### src/rtl/art_pkg.sv
package art_pkg;
  typedef struct packed {
    logic run;
    logic irq_en;
  } art_ctl_t;
endpackage

### src/rtl/art_counter.sv
module art_counter #(
  parameter int unsigned CNT_W = 8
) (
  input  logic             clk_i,
  input  logic             rst_ni,
  input  logic             run_i,
  input  logic             tick_i,
  input  logic             load_i,
  input  logic [CNT_W-1:0] preset_i,
  output logic [CNT_W-1:0] count_o,
  output logic             evt_o
);
  localparam logic [CNT_W-1:0] ONE = CNT_W'(1);

  logic [CNT_W-1:0] count_q;
  logic             step;

  assign step  = run_i & tick_i & ~load_i;
  assign evt_o = step & (count_q == ONE);

  always_ff @(posedge clk_i or negedge rst_ni) begin
    if (!rst_ni)      count_q <= '0;
    else if (load_i)  count_q <= preset_i;
    else if (step)    count_q <= evt_o ? preset_i : count_q - ONE;
  end

  assign count_o = count_q;

  // idle cycles hold the count
  a_r3_hold: assert property (@(posedge clk_i) disable iff (!rst_ni)
    (!load_i && !(run_i && tick_i)) |=> $stable(count_q));
  // a plain tick steps down by one
  a_r3_step: assert property (@(posedge clk_i) disable iff (!rst_ni)
    (step && count_q != ONE) |=> count_q == $past(count_q) - ONE);
  // the event tick reloads the preset
  a_r4_reload: assert property (@(posedge clk_i) disable iff (!rst_ni)
    evt_o |=> count_q == $past(preset_i));
endmodule

### src/rtl/art_flag.sv
module art_flag (
  input  logic clk_i,
  input  logic rst_ni,
  input  logic evt_i,
  input  logic clr_i,
  output logic flag_o
);
  logic flag_q;

  always_ff @(posedge clk_i or negedge rst_ni) begin
    if (!rst_ni)    flag_q <= 1'b0;
    else if (evt_i) flag_q <= 1'b1;  // event beats clear
    else if (clr_i) flag_q <= 1'b0;
  end

  assign flag_o = flag_q;

  // set on every event, even with a clear pending
  a_r6_set: assert property (@(posedge clk_i) disable iff (!rst_ni)
    evt_i |=> flag_q);
  // sticky without a clear
  a_r6_sticky: assert property (@(posedge clk_i) disable iff (!rst_ni)
    (!evt_i && !clr_i) |=> $stable(flag_q));
endmodule

### src/rtl/art_pulse.sv
module art_pulse #(
  parameter int unsigned RTN_CYC = 8
) (
  input  logic clk_i,
  input  logic rst_ni,
  input  logic evt_i,
  input  logic irq_en_i,
  output logic drive_o
);
  localparam int unsigned PW = $clog2(RTN_CYC + 1);
  localparam logic [PW-1:0] LEN = PW'(RTN_CYC);
  localparam logic [PW-1:0] ONE = PW'(1);

  logic [PW-1:0] left_q;

  always_ff @(posedge clk_i or negedge rst_ni) begin
    if (!rst_ni)                left_q <= '0;
    else if (evt_i && irq_en_i) left_q <= LEN;  // retrigger restarts
    else if (left_q != '0)      left_q <= left_q - ONE;
  end

  assign drive_o = (left_q != '0);

  // enabled event starts a pulse
  a_r8_start: assert property (@(posedge clk_i) disable iff (!rst_ni)
    (evt_i && irq_en_i) |=> drive_o);
  // pulse only ends when its time is spent
  a_r9_full_len: assert property (@(posedge clk_i) disable iff (!rst_ni)
    $fell(drive_o) |-> $past(left_q) == ONE);
  // no pulse appears without an enabled event
  a_r8_no_spurious: assert property (@(posedge clk_i) disable iff (!rst_ni)
    (!drive_o && !(evt_i && irq_en_i)) |=> !drive_o);
endmodule

### src/rtl/art_timer.sv
module art_timer
  import art_pkg::*;
#(
  parameter int unsigned CNT_W   = 8,
  parameter int unsigned RTN_CYC = 8
) (
  input  logic             clk_i,
  input  logic             rst_ni,
  input  logic             tick_i,
  input  logic             preset_we_i,
  input  logic [CNT_W-1:0] preset_i,
  input  logic             run_we_i,
  input  logic             run_i,
  input  logic             irq_en_we_i,
  input  logic             irq_en_i,
  input  logic             flag_clr_i,
  output logic [CNT_W-1:0] preset_o,
  output logic             run_o,
  output logic             irq_en_o,
  output logic             flag_o,
  output logic [CNT_W-1:0] count_o,
  output logic             irq_drive_o
);
  art_ctl_t         ctl_q;
  logic [CNT_W-1:0] preset_q;
  logic             start;
  logic             evt;

  assign start = run_we_i & run_i & ~ctl_q.run;

  always_ff @(posedge clk_i or negedge rst_ni) begin
    if (!rst_ni) begin
      ctl_q    <= '0;
      preset_q <= '0;
    end else begin
      if (preset_we_i && !ctl_q.run) preset_q     <= preset_i;
      if (run_we_i)                  ctl_q.run    <= run_i;
      if (irq_en_we_i)               ctl_q.irq_en <= irq_en_i;
    end
  end

  art_counter #(.CNT_W(CNT_W)) u_counter (
    .clk_i    (clk_i),
    .rst_ni   (rst_ni),
    .run_i    (ctl_q.run),
    .tick_i   (tick_i),
    .load_i   (start),
    .preset_i (preset_q),
    .count_o  (count_o),
    .evt_o    (evt)
  );

  art_flag u_flag (
    .clk_i  (clk_i),
    .rst_ni (rst_ni),
    .evt_i  (evt),
    .clr_i  (flag_clr_i),
    .flag_o (flag_o)
  );

  art_pulse #(.RTN_CYC(RTN_CYC)) u_pulse (
    .clk_i    (clk_i),
    .rst_ni   (rst_ni),
    .evt_i    (evt),
    .irq_en_i (ctl_q.irq_en),
    .drive_o  (irq_drive_o)
  );

  assign preset_o = preset_q;
  assign run_o    = ctl_q.run;
  assign irq_en_o = ctl_q.irq_en;

  // preset locked while running
  a_r11_lock: assert property (@(posedge clk_i) disable iff (!rst_ni)
    ctl_q.run |=> $stable(preset_q));
  // start loads the held preset
  a_r2_load: assert property (@(posedge clk_i) disable iff (!rst_ni)
    start |=> count_o == $past(preset_q));
  // stopped timer raises no event
  a_r7_quiet: assert property (@(posedge clk_i) disable iff (!rst_ni)
    !ctl_q.run |-> !evt);
endmodule

### config.mk
export PLATFORM = sky130hd
export DESIGN_NAME = art_timer
export DESIGN_NICKNAME = d
export VERILOG_FILES = /design/src/rtl/art_pkg.sv /design/src/rtl/art_counter.sv /design/src/rtl/art_flag.sv /design/src/rtl/art_pulse.sv /design/src/rtl/art_timer.sv
export SDC_FILE = /design/constraint.sdc
export NUM_CORES = 1
export LEC_CHECK = 0
export BUFFER_PORTS_ARGS = -buffer_cell sky130_fd_sc_hd__buf_2
export CORE_AREA = 2 2 55 57
export CTS_CLUSTER_SIZE = 30
export DETAILED_ROUTE_END_ITERATION = 6
export DIE_AREA = 0 0 57 59
export PLACE_DENSITY = 0.76
export SLEW_MARGIN = 25
export SYNTH_ARGS = -nofsm -noshare
export SYNTH_HDL_FRONTEND = slang
export SYNTH_SLANG_ARGS = --single-unit
export TNS_END_PERCENT = 100
### constraint.sdc
create_clock -name clk_i -period 1.9 [get_ports clk_i]
set_input_delay 0.38 -clock clk_i [delete_from_list [all_inputs] [get_ports clk_i]]
set_output_delay 0.38 -clock clk_i [all_outputs]
set_load 0.1 [all_outputs]
Word-level counts from Yosys, hierarchy flattened. Index checks and enable logic that the tools add are counted.

Word-level logic and storage cells: 30. Register bits after elaboration: 23. Bits of input ports: 17. Output and inout port bits: 20.

Add/subtract/negate cells: 2. Equal/unequal tests: 1. Bitwise gates (word level): 7. Multiplexer cells: 7. Reduce and logical (&&, ||, !) cells: 7.

Operator list (number): two-way mux 8 bit (3); == test 8 x 1 -> 1 bit (second input constant) (1); two-way mux 4 bit (2); subtractor 8 x 1 -> 8 bit (second input constant) (1); nonzero test 2 bit (3); AND 1 bit (5); nonzero test 4 bit (1); subtractor 4 x 1 -> 4 bit (second input constant) (1); logical AND 1 bit (2); two-way mux 1 bit (2); inverter 1 bit (2); zero test 1 bit (1).

Logic depth before layout (Yosys ltp). Gate-level depths: netlist of the first run.

Depth in word-level cells: 8. Gate-level depth with buffers: 7. Gate-level depth less buffers: 6.

Hierarchy. From an unflattened synthesis of the first run, not the netlist that was laid out.

Cells, all modules: 112. Area, all modules: 1282.5 µm².

By module, submodules not included: art_counter (cells an instance 63, seq. area each 200.2 µm², area each 584.3 µm², times used 1); art_timer (cells an instance 25, seq. area each 250.2 µm², area each 415.4 µm², times used 1); art_pulse (cells an instance 21, seq. area each 100.1 µm², area each 246.5 µm², times used 1); art_flag (cells an instance 3, seq. area each 25.0 µm², area each 36.3 µm², times used 1).

Least setup slack after synthesis of the first run. OpenSTA, ideal clock, no wires.

Kind: reg-to-reg. Start point: register u_counter.count_q[0], in the netlist u_counter.count_o[0]. End point: register u_counter.count_q[0], in the netlist u_counter.count_o[0]. Slack: -654 ps. Path buffers: 0. Library setup time: 127 ps. Arrival: 2428 ps. Cell stages (with the launch flop): 6. Period minus slack after synthesis: 2554 ps. Required time: 1773 ps. Path through: dfrtp_1 -> ha_1 -> or3b_2 -> o31ai_4 -> nor3_1 -> a221o_1.

Word-level cells in the longest chain between the ends: 5. Elaborated cells between the ends (all ways): 6. Those cells by class: 1 x add/sub; 1 x eq/ne; 3 x mux; 1 x bitwise.

Ends and longest elaborated chain: start, declared (line art_counter.sv:15) `logic [CNT_W-1:0] count_q;`; start signal, assigned (line art_counter.sv:23) `else if (load_i) count_q <= preset_i;`; start signal, assigned (line art_counter.sv:24) `else if (step) count_q <= evt_o ? preset_i : count_q - ONE;`; branches (longest 2 deep; another with subtractor 8 x 1 -> 8 bit); two-way mux 8 bit * (2 in series) (line art_counter.sv:24); two-way mux 8 bit * (line art_counter.sv:23).

Mark *: on every way between the ends. The select of a mux whose other input is x is not followed. A chain may end at the register's enable or synchronous reset.

Worst setup path after layout of the first run.
Start point: register u_counter.count_q[1], in the netlist u_counter.count_o[1]. End point: register u_counter.count_q[0], in the netlist u_counter.count_o[0].

Word-level cells in the longest chain between the ends: 5.

Ends and longest elaborated chain: == test 8 x 1 -> 1 bit (line art_counter.sv:19) `assign evt_o = step & (count_q == ONE);`; AND 1 bit (line art_counter.sv:19); two-way mux 8 bit (2 in series) (line art_counter.sv:24); two-way mux 8 bit (line art_counter.sv:23).

No other way between the ends. The select of a mux whose other input is x is not followed.

==> metrics.md, run 1 <==
| Metric | Value |
|---|---|
| Setup repair after global routing missed its margin | `yes` |
| Maximum vdd drop | `~0.0012 V` |
| Sw power | `1.46 mW` |
| Dominant cell type by area after synthesis | `dfrtp_1` |
| Number of remaining DRC errors | `0` |
| End-of-flow core utilization | `between 50% and 60%` |
| Worst path top cell family by delay | `compound AO/OA/AOI/OAI gates` |
| Final Skew | `0.00165 ns` |
| Post-synthesis net count | `132` |
| Sequential fraction of design power | `31.0%` |
| Width of the die | `~57 um` |
| Number of vias per cell after detailed routing | `5.52` |
| Main flop type after synthesis | `dfrtp_1` |
| Number of standard cells after synthesis | `111` |
| Power Total | `2.63 mW` |
| Post-route worst setup slack | `0.00599 ns` |
| Wire length reported by the detailed router | `2.74 mm` |
| Commonest cells in the synthesized netlist | `dfrtp_1 (23), nand2_1 (9), inv_1 (8)` |
| Result of the run | `finished clean` |
| Height of the die | `59 um` |
| Hold buffers post-CTS | `0` |
| Actual slew at the worst max-slew pin | `~0.52 ns` |
| Total congestion overflow | `0` |
| Count of buffering cells on the critical path with inverters included | `1` |
| Largest net degree at the start of global routing | `24` |
| Clk pwr share | `8.7%` |
| Launch point of the worst path | `u_counter.count_o[1]` |
| Portion of the clock cycle consumed by the worst path in the final layout | `99.7%` |
| Met3 demand-to-capacity share in global routing | `2.18%` |
| Shortest clock period the worst path allows after layout | `around 1.9 ns` |
| Setup slack after placement | `0.00433 ns` |
| Startpoint type of the worst setup path | `register` |
| Endpoint class of the critical path | `register` |
| Most Crowded Layer GR | `met2` |
| Synthesized area divided by synthesized cell count | `about 11 um^2` |
| Worst Setup Path Type | `reg2reg` |
| Fill cell count | `about 240` |
| CP max stage delay | `0.51 ns` |
| Cell types occupying the most area after synthesis | `dfrtp_1 (48%), mux2_2 (5.6%), ha_1 (4.1%)` |
| Data arrival at the endpoint of the critical path | `2.11 ns` |
| Startpoint of the worst-slack reg-to-reg timing path | `u_counter.count_o[1]` |
| Number of distinct library cell variants in the gate-level netlist after synthesis | `38` |
| Routed wire per std cell | `14.5 um` |
| Sequential cell area | `between 500 and 600 um^2` |
| Met2 Use GR | `31.9%` |
| Worst hold-check path type | `in2async` |
| Half-perimeter wire length after detailed placement | `2.03 mm` |
| Combined area of the multi-input logic cells | `634 um^2` |
| Die area | `3360 um^2` |
| Overall global routing resource usage | `roughly 17%` |
| CTS tree | `yes` |
| Fraction of final layout cells sized beyond drive strength 1 | `53.2%` |
| CTS clk-pin slew, worst paths | `0.12 ns` |
| Initial core utilization | `44.6%` |
| Count of antenna diodes in the layout | `0` |
| Vias in the first global route | `1057` |
| Count of clock tree sinks | `23` |
| H-tree level count | `1` |
| Yosys Warn Count | `0` |
| Number of enable-type register cells in the synthesized netlist | `0` |
| #FFs+latches synth | `23` |
| Relative contribution of combinational cells to total power | `60.3%` |
| Final hold violation count | `0` |
| Fraction of registers with async set/reset | `100%` |
| Master cell of the clock root buffer | `clkbuf_4` |
| Critical path data required time | `~2.1 ns` |
| Antenna violations before repair | `0` |
| Core ar. | `2710 um^2` |
| Final sum of negative setup slack | `0 ns` |
| Worst slew margin | `between 60% and 70%` |
| CTS buffer count | `3` |
| Power density normalized to cell area | `1630 nW/um^2` |
| Clock latency on the worst-skew pair | `approximately 0.31 ns` |
| Port Buf Inserts | `36` |
| Total non-filler cell area in the finished layout | `1610 um^2` |
| Most numerous cell in the Yosys netlist | `dfrtp_1` |
| Combined area of all synthesized cells | `1210 um^2` |
| Met1 track utilization from global routing | `20.7%` |
| Slowest stage cell, crit path | `dfrtp_4` |
| Number of setup violations in the final report | `0` |
| # IOs | `37` |
| Iteration-0 DRC count of the detailed router | `19` |
| Pint | `1.16 mW` |
| Wire length of the first global-routing pass | `4.60 mm` |
| Yosys top cell area share | `47.7%` |
| Maxcap violations | `0` |
| Count of standard-cell rows | `19` |
| Routed via count | `approximately 1000` |
| Bufs on Longest Clock Path | `2` |
| Top fanout value on the critical path | `6` |
| Antenna Violating Nets Remaining | `0` |
| Static leakage power | `0.741 nW` |
| Sequence of cells on the critical path | `inv_4 -> ha_4 -> or3b_4 -> o31ai_4 -> nor3_2 -> a221o_1` |
| Layout net count | `180` |
| Iteration count of the initial detailed-routing pass | `5` |
| Area post-placement | `1480 um^2` |
| Placer Congestion | `0.778` |
| Area growth, synth to finish | `33.4%` |
| Highest achievable clock rate | `528 MHz` |
| Final slew viol count | `0` |
| Fraction of power spent switching nets | `55.7%` |
| Sequential-to-total area share from yosys stat | `between 40% and 50%` |
[state kept, by name, indices dropped and copies added (netlist names)]
register / count
irq_en_o: 1
u_flag.flag_o: 1
run_o: 1
u_pulse.left_q: 4
u_counter.count_o: 8
preset_o: 8
[cell type report]
cell class | instances | share of cell area (%)
Multi-Input combinational cell | 76 | 39.4
Sequential cell | 23 | 37.1
Timing Repair Buffer | 47 | 17.5
Tap cell | 31 | 2.41
Inverter | 8 | 2.02
Clock buffer | 4 | 1.63
[placed cells by master, fill, tap and decap left out, drive strengths merged, types with 2 or more instances in the layout]
cell type / n
nand4b: 2
nor2: 4
mux2: 10
a21oi: 6
nand3: 5
nand4: 3
nor3: 4
and2: 2
nand3b: 2
buf: 47
ha: 4
inv: 8
nor3b: 2
or3: 3
o21ai: 2
clkbuf: 4
dfrtp: 23
o211ai: 2
nand2: 9
[path summary, 6_finish.rpt]
check	cells past startpoint	to	slack (ns)
worst min-delay path	1	run_o	0.02
worst max register to register	6	u_counter.count_o[0]	0.006
worst max-delay path	6	u_counter.count_o[0]	0.006
min in group clk_i	2	preset_o[4]	0.27
worst min register to register	1	u_flag.flag_o	0.50
max in group asynchronous	1	u_counter.count_o[0]	1.49
[logic make-up (layout without fill, tap and decap cells)]
family | Yosys count | count (layout) | synth area share, %
multiplexers | 11 | 11 | 10.2
flip-flops | 23 | 23 | 47.7
adder cells (fa/ha/maj) | 4 | 4 | 4.15
AO/OA/AOI/OAI | 18 | 18 | 11.7
AND/OR/NAND/NOR | 41 | 41 | 19.9
XOR/XNOR | 2 | 2 | 1.45
buffers and inverters | 12 | 59 | 4.97
[per-layer routing]
| layer | part of all wire [%] | wire length, um | vias up |
|---|---|---|---|
| li1 | - | - | 501 |
| met1 | 42 | 1150 | 512 |
| met2 | 53 | 1450 | 26 |
| met3 | 3.4 | 92 | 5 |
| met4 | 1.7 | 46 | 0 |
| met5 | 0 | 0 | - |
[power groups by stage]
stage | clock network (mW) | registers, mW | logic, mW
2_1_floorplan | 0 | 1.53 | 0.459
6_report | 0.228 | 0.813 | 1.59
3_3_place_gp | 0 | 0.786 | 1.46
4_1_cts | 0.243 | 0.791 | 1.52
5_1_grt | 0.250 | 0.836 | 1.68
3_5_place_dp | 0 | 0.799 | 1.49
[worst register-to-register path, cell delays in order (launching register included)]
cell	delay, ns
dfrtp_4	0.51
inv_4	0.08
ha_4	0.11
or3b_4	0.40
o31ai_4	0.35
nor3_2	0.09
a221o_1	0.26
[timing repair]
item,in CTS,in global routing
gates resized for setup,4,16
endpoints found under the hold margin,0,0
buffers inserted,2,2
setup endpoints to repair,6,13
pin swaps,2,4
[through the flow]
step	hold slack [ns]	std cells
after floorplan	0.0844	111
after global placement	0.378	181
after detailed placement	0.385	181
after CTS	0.0238	187
after global routing	0.0459	189
final	0.0178	189
(Power assumes the default switching activity.)
==> run 2: changes to the inputs <==
- CTS_BUF_LIST: not set -> sky130_fd_sc_hd__clkbuf_8
==> run 2 against run 1 <==
  * Maximum frequency shrank 0.46%
  * Critical path type unchanged
  * Critical endpoint unchanged
  * Clock power grew 32%
  * The flow now finishes with violations (negative setup slack)
  * Die area is the same
  * Highest routed layer unchanged
==> metrics.md, run 2 (synthesized netlist as in run 1, its figures left out) <==
| Metric | Value |
|---|---|
| Largest net degree at the start of global routing | `24 (unchanged)` |
| Worst hold-check path type | `in2async` |
| Most common library cell in the layout ignoring fill and taps | `buf_2` |
| Data arrival at the endpoint of the critical path | `2.06 ns (-0.05 ns)` |
| Count of buffering cells on the critical path with inverters included | `2 (+1)` |
| Count of antenna diodes in the layout | `0 (unchanged)` |
| Antenna Violating Nets Remaining | `0 (unchanged)` |
| Area growth, synth to finish | `32.8%` |
| Power Total | `2.66 mW (+1.3%)` |
| Final Skew | `0.00168 ns (+0.0000351 ns)` |
| Slowest stage cell, crit path | `dfrtp_4` |
| Number of vias per cell after detailed routing | `5.57 (+0.86%)` |
| Endpoint class of the critical path | `register` |
| Setup repair after global routing missed its margin | `yes` |
| Port Buf Inserts | `36 (unchanged)` |
| Number of setup violations in the final report | `1 (+1)` |
| Iteration-0 DRC count of the detailed router | `22 (+3)` |
| Iteration count of the initial detailed-routing pass | `4 (-1)` |
| End-of-flow core utilization | `59.2% (-0.23 points)` |
| Wire length of the first global-routing pass | `4.60 mm (+0.15%)` |
| Maxcap violations | `0 (unchanged)` |
| Core ar. | `2710 um^2 (unchanged)` |
| H-tree level count | `1 (unchanged)` |
| Total congestion overflow | `0 (unchanged)` |
| Worst Setup Path Type | `reg2reg` |
| CTS clk-pin slew, worst paths | `0.08 ns (-0.04 ns)` |
| Maximum vdd drop | `0.00113 V (-3.6%)` |
| Die area | `3360 um^2 (unchanged)` |
| Count of standard-cell rows | `19 (unchanged)` |
| Static leakage power | `0.750 nW (+1.2%)` |
| Highest achievable clock rate | `526 MHz (-0.46%)` |
| Height of the die | `59 um (unchanged)` |
| Overall global routing resource usage | `17.8% (+0.42 points)` |
| Half-perimeter wire length after detailed placement | `2.03 mm (unchanged)` |
| Fraction of final layout cells sized beyond drive strength 1 | `48.7% (-4.4 points)` |
| CTS tree | `yes` |
| Master cell of the clock root buffer | `clkbuf_8` |
| Sequence of cells on the critical path | `inv_4 -> ha_4 -> or3b_4 -> o31ai_4 -> buf_6 -> nor3_2 -> a221o_1` |
| Highest-count cells in the layout ignoring fill and taps | `buf_2 (35), dfrtp_1 (14), nand2_1 (9), buf_4 (9), inv_1 (8)` |
| Area post-placement | `1480 um^2 (unchanged)` |
| Power density normalized to cell area | `1660 nW/um^2 (+1.6%)` |
| Placer Congestion | `0.778 (unchanged)` |
| Violated checks | `negative setup slack` |
| Top fanout value on the critical path | `5 (-1)` |
| Worst-case register-to-register setup slack | `-0.003 ns (about the same)` |
| Layout net count | `180 (unchanged)` |
| Bufs on Longest Clock Path | `2 (unchanged)` |
| Count of clock tree sinks | `23 (unchanged)` |
| Routed wire per std cell | `15.1 um (+4.0%)` |
| Shortest clock period the worst path allows after layout | `1.90 ns (+0.00884 ns)` |
| Total non-filler cell area in the finished layout | `1600 um^2 (-0.39%)` |
| # IOs | `37 (unchanged)` |
| Worst path top cell family by delay | `flip-flops` |
| Final hold violation count | `0 (unchanged)` |
| Result of the run | `finished, violations left` |
| Actual slew at the worst max-slew pin | `0.516 ns (-0.00196 ns)` |
| Final slew viol count | `0 (unchanged)` |
| Worst slew margin | `65.6% (+0.13 points)` |
| CP max stage delay | `0.50 ns (about the same)` |
| Initial core utilization | `44.6% (unchanged)` |
| Number of remaining DRC errors | `0 (unchanged)` |
| Routed via count | `1053 (+0.86%)` |
| CTS buffer count | `3 (unchanged)` |
| Critical path data required time | `2.06 ns (-0.05 ns)` |
| Portion of the clock cycle consumed by the worst path in the final layout | `100% (+0.47 points)` |
| Antenna violations before repair | `0 (unchanged)` |
| Startpoint type of the worst setup path | `register` |
| Wire length reported by the detailed router | `2.85 mm (+4.0%)` |
| Vias in the first global route | `1051 (-0.57%)` |
| Post-route worst setup slack | `-0.00285 ns (-0.00884 ns)` |
| Width of the die | `57 um (unchanged)` |
| Clock latency on the worst-skew pair | `0.27 ns (-0.04 ns)` |
## run 2: cell types whose count changed in the layout (fill, tap and decap cells not counted), moves of 2 or more
cell / before / now
inv_2: 3 / 0
buf_6: 1 / 3
inv_1: 4 / 8
clkbuf_8: 0 / 3
clkbuf_4: 3 / 0
## run 2: final timing paths
kind	startpoint	end	depth (start not counted)
setup / recovery	u_counter.count_o[1]	u_counter.count_o[0]	7
hold / removal	rst_ni	preset_o[5]	1
setup reg to reg	u_counter.count_o[1]	u_counter.count_o[0]	7
hold reg to reg	preset_o[0]	preset_o[0]	1
max in group asynchronous	rst_ni	u_counter.count_o[6]	1
min in group clk_i	preset_i[4]	preset_o[4]	2
## run 2: worst register-to-register path, delay by kind of cell, from the launching register on
kind / cells / cell delay, ns
compound gates: 2 / 0.51
fa+ha+maj: 1 / 0.11
simple gates: 2 / 0.44
buf+inv: 2 / 0.24
flops: 1 / 0.50
## run 2: layout make-up
type / instances / area (um^2)
Sequential cell: 23 / 597
Clock inverter: 1 / 3.75
Tap cell: 31 / 38.8
Multi-Input combinational cell: 76 / 614
Clock buffer: 3 / 41.3
Inverter: 8 / 32.5
Fill cell: 237 / 1110
Timing Repair Buffer: 47 / 277
## run 2: timing repair
item / in CTS / in global routing
pin swaps: 2 / 7
setup endpoints to repair: 6 / 8
setup buffers: 0 / 4
hold buffers: 0 / 0
resized for setup: 2 / 9
## run 2: per-layer routing
layer  wire (um)  global-route usage [%]
met1        1160                    21.2
met2        1500                    31.4
met3         117                    3.06
met4          75                    8.31
met5           0                       0
## run 2: where the power goes
part           internal, mW  switching, mW  leakage, nW
clock network         0.145          0.155       0.0269
registers             0.663          0.143        0.262
logic                 0.392           1.16        0.460
## run 2: stage by stage
step | setup TNS, ns | hold slack, ns | instances | worst slack (ns)
after global routing | -0.194 | 0.112 | 189 | -0.0630
after CTS | -0.00816 | 0.0935 | 185 | -0.00816
final | -0.00285 | 0.0757 | 189 | -0.00285
after detailed placement | 0 | 0.385 | 181 | 0.00433
after floorplan | -0.890 | 0.0844 | 111 | -0.201
after global placement | 0 | 0.378 | 181 | 0.0433
==> run 3: changes to the inputs <==
- CORE_AREA: 2 2 55 57 -> 2 2 57 59
- DIE_AREA: 0 0 57 59 -> 0 0 59 61
- PLACE_DENSITY: 0.76 -> 0.74
- SYNTH_HIERARCHICAL: not set -> 1
==> run 3 against run 2 <==
  * The flow still finishes with violations (negative setup slack)
  * Power up 0.73%
  * Combinational power increased by 3%
  * Global-route usage grew 1.1 points
  * Final area grew 8.7%
  * Worst setup slack worse by 0.26 ns
  * Synthesized cell count grew 0.90%
  * Die area grew 7.0%
  * Critical path type unchanged
  * Highest routed layer unchanged
==> metrics.md, run 3 <==
| Metric | Value |
|---|---|
| Final hold violation count | `0 (unchanged)` |
| Sequence of cells on the critical path | `or4_4 -> or4b_4 -> buf_4 -> a211o_1 -> a2bb2oi_2` |
| Worst slew margin | `65.1% (-0.50 points)` |
| Half-perimeter wire length after detailed placement | `2.37 mm (+17%)` |
| Commonest cells in the synthesized netlist | `dfrtp_1 (23), mux2_4 (8), nor2_1 (7)` |
| Count of clock tree sinks | `23 (unchanged)` |
| Fraction of final layout cells sized beyond drive strength 1 | `50.0% (+1.3 points)` |
| Number of standard cells after synthesis | `112 (+0.90%)` |
| Wire length of the first global-routing pass | `5.06 mm (+9.9%)` |
| Sequential fraction of design power | `29.1% (-1.2 points)` |
| Antenna violations before repair | `0 (unchanged)` |
| Total congestion overflow | `0 (unchanged)` |
| Number of enable-type register cells in the synthesized netlist | `0 (unchanged)` |
| Height of the die | `61 um (+3.4%)` |
| Dominant cell type by area after synthesis | `dfrtp_1` |
| H-tree level count | `1 (unchanged)` |
| Yosys top cell area share | `44.9% (-2.8 points)` |
| Number of instances in the placed design | `194 (+7.2%)` |
| Non-filler cells in the finished layout | `203 (+7.4%)` |
| Combined area of all synthesized cells | `1280 um^2 (+6.2%)` |
| Fill cell count | `240 (+1.3%)` |
| Critical path data required time | `2.10 ns (+0.04 ns)` |
| Power Total | `2.68 mW (+0.73%)` |
| Placer Congestion | `0.940 (+21%)` |
| CTS tree | `yes` |
| Post-route worst setup slack | `-0.260 ns (-0.257 ns)` |
| Antenna Violating Nets Remaining | `0 (unchanged)` |
| Synthesized area divided by synthesized cell count | `11.5 um^2 (+5.3%)` |
| Final slew viol count | `0 (unchanged)` |
| Highest achievable clock rate | `463 MHz (-12%)` |
| CTS clk-pin slew, worst paths | `0.08 ns (about the same)` |
| Bufs on Longest Clock Path | `2 (unchanged)` |
| Maxcap violations | `0 (unchanged)` |
| Power density normalized to cell area | `1540 nW/um^2 (-7.4%)` |
| Master cell of the clock root buffer | `clkbuf_8` |
| Initial core utilization | `43.4% (-1.1 points)` |
| Data arrival at the endpoint of the critical path | `2.36 ns (+0.30 ns)` |
| Count of antenna diodes in the layout | `0 (unchanged)` |
| Startpoint type of the worst setup path | `register` |
| Yosys Warn Count | `6 (+6)` |
| Main flop type after synthesis | `dfrtp_1` |
| Setup repair after global routing missed its margin | `yes` |
| Largest net degree at the start of global routing | `24 (unchanged)` |
| Most numerous cell in the Yosys netlist | `dfrtp_1` |
| Vias in the first global route | `1083 (+3.0%)` |
| Most common library cell in the layout ignoring fill and taps | `buf_2` |
| Worst hold-check path type | `in2async` |
| Shortest clock period the worst path allows after layout | `2.16 ns (+0.257 ns)` |
| Count of standard-cell rows | `20 (+1)` |
| Overall global routing resource usage | `18.9% (+1.1 points)` |
| Relative contribution of combinational cells to total power | `59.5% (+1.1 points)` |
| Number of remaining DRC errors | `0 (unchanged)` |
| Layout net count | `192 (+6.7%)` |
| Area growth, synth to finish | `36.0%` |
| # IOs | `37 (unchanged)` |
| Result of the run | `finished, violations left` |
| Actual slew at the worst max-slew pin | `0.523 ns (+0.00753 ns)` |
| Routed wire per std cell | `15.0 um (about the same)` |
| Maximum vdd drop | `0.000848 V (-25%)` |
| CTS buffer count | `3 (unchanged)` |
| CP max stage delay | `0.53 ns (+0.03 ns)` |
| End-of-flow core utilization | `59.1% (-0.12 points)` |
| Routed via count | `1117 (+6.1%)` |
| Post-synthesis net count | `133 (+0.76%)` |
| Clock latency on the worst-skew pair | `0.26 ns (about the same)` |
| Top fanout value on the critical path | `3 (-2)` |
| Die area | `3600 um^2 (+7.0%)` |
| Iteration-0 DRC count of the detailed router | `33 (+50%)` |
| Iteration count of the initial detailed-routing pass | `4 (unchanged)` |
| Worst Setup Path Type | `reg2reg` |
| Fraction of power spent switching nets | `52.1% (-2.8 points)` |
| Core ar. | `2950 um^2 (+9.0%)` |
| Final Skew | `0.00189 ns (+0.000207 ns)` |
| Slowest stage cell, crit path | `or4_4` |
| Violated checks | `negative setup slack` |
| #FFs+latches synth | `23 (unchanged)` |
| Width of the die | `59 um (+3.5%)` |
| Endpoint class of the critical path | `register` |
| Number of vias per cell after detailed routing | `5.50 (-1.2%)` |
| Cell types occupying the most area after synthesis | `dfrtp_1 (45%), mux2_4 (9.4%), ha_1 (3.9%)` |
| Static leakage power | `0.835 nW (+11%)` |
| Number of setup violations in the final report | `13 (+12)` |
| Clk pwr share | `11.4% (about the same)` |
| Hold buffers post-CTS | `0 (unchanged)` |
| Number of distinct library cell variants in the gate-level netlist after synthesis | `44 (+16%)` |
| Fraction of registers with async set/reset | `100% (unchanged)` |
| Portion of the clock cycle consumed by the worst path in the final layout | `114% (+14 points)` |
| Port Buf Inserts | `36 (unchanged)` |
| Sequential-to-total area share from yosys stat | `44.9% (-2.8 points)` |
| Highest-count cells in the layout ignoring fill and taps | `buf_2 (35), buf_4 (20), dfrtp_1 (18)` |
| Sw power | `1.40 mW (-4.4%)` |
| Pint | `1.28 mW (+7.0%)` |
| Wire length reported by the detailed router | `3.06 mm (+7.3%)` |
==> run 3: final timing paths <==
check | startpoint | end | slack [ns] | cells past startpoint
max in group asynchronous | rst_ni | u_counter/count_o[3] | 1.42 | 1
max reg2reg | u_counter/count_o[3] | u_counter/count_o[6] | -0.26 | 5
max | u_counter/count_o[3] | u_counter/count_o[6] | -0.26 | 5
min in group clk_i | run_we_i | run_o | 0.31 | 2
min | rst_ni | preset_o[3] | 0.08 | 1
min reg2reg | u_flag/flag_o | u_flag/flag_o | 0.49 | 1
==> run 3: kinds of logic after synthesis <==
kind of cell | share of synthesized area (%)
simple gates | 20.1
compound gates | 15.8
flops | 44.9
buf+inv | 3.51
mux | 11.1
fa+ha+maj | 3.90
xor+xnor | 0.683
==> run 3: repair_timing <==
| action | 4_1_cts | 5_1_grt |
|---|---|---|
| pin swaps | 3 | 2 |
| endpoints found under the setup margin | 14 | 14 |
| gates resized for setup | 5 | 1 |
| endpoints found under the hold margin | 0 | 0 |
| setup buffers | 4 | 2 |
==> run 3: power by group through the flow <==
stage,clock [mW],sequential [mW],combinational [mW]
3_3_place_gp,0,0.781,1.49
6_report,0.305,0.781,1.59
3_5_place_dp,0,0.796,1.52
5_1_grt,0.334,0.802,1.68
2_1_floorplan,0,1.46,0.489
4_1_cts,0.311,0.786,1.56
==> run 3: layout make-up <==
class                           instances  area [um^2]  share of cell area (%)
Clock inverter                          1         3.75                   0.215
Inverter                                7         26.3                    1.51
Clock buffer                            3         41.3                    2.37
Multi-Input combinational cell         79          691                    39.6
Timing Repair Buffer                   57          357                    20.4
Tap cell                               33         41.3                    2.37
Sequential cell                        23          584                    33.5
==> run 3: through the flow <==
stage	hold WS, ns	TNS [ns]	worst slack [ns]	area (um^2)
finish	0.0782	-2.11	-0.260	1740
global route	0.108	-2.97	-0.316	1740
CTS	0.0970	-2.54	-0.270	1730
detailed placement	0.387	-1.67	-0.300	1640
global placement	0.377	-1.49	-0.246	1640
floorplan	0.0844	-3.24	-0.591	1310
==> run 3: per-layer routing <==
metal	wire length, um	track usage [%]	up-vias
met5	0	0	-
met4	29	8.12	0
met3	86	2.13	2
met2	1510	29.0	29
met1	1430	26.9	547
li1	-	-	539
==> run 3: worst max-delay path, delay by kind of cell, from the launching register on <==
family	cells	cell delay, ns
AOI/OAI and AO/OA	2	0.40
buffers and inverters	1	0.16
DFF	1	0.48
and+or+nand+nor	2	1.05
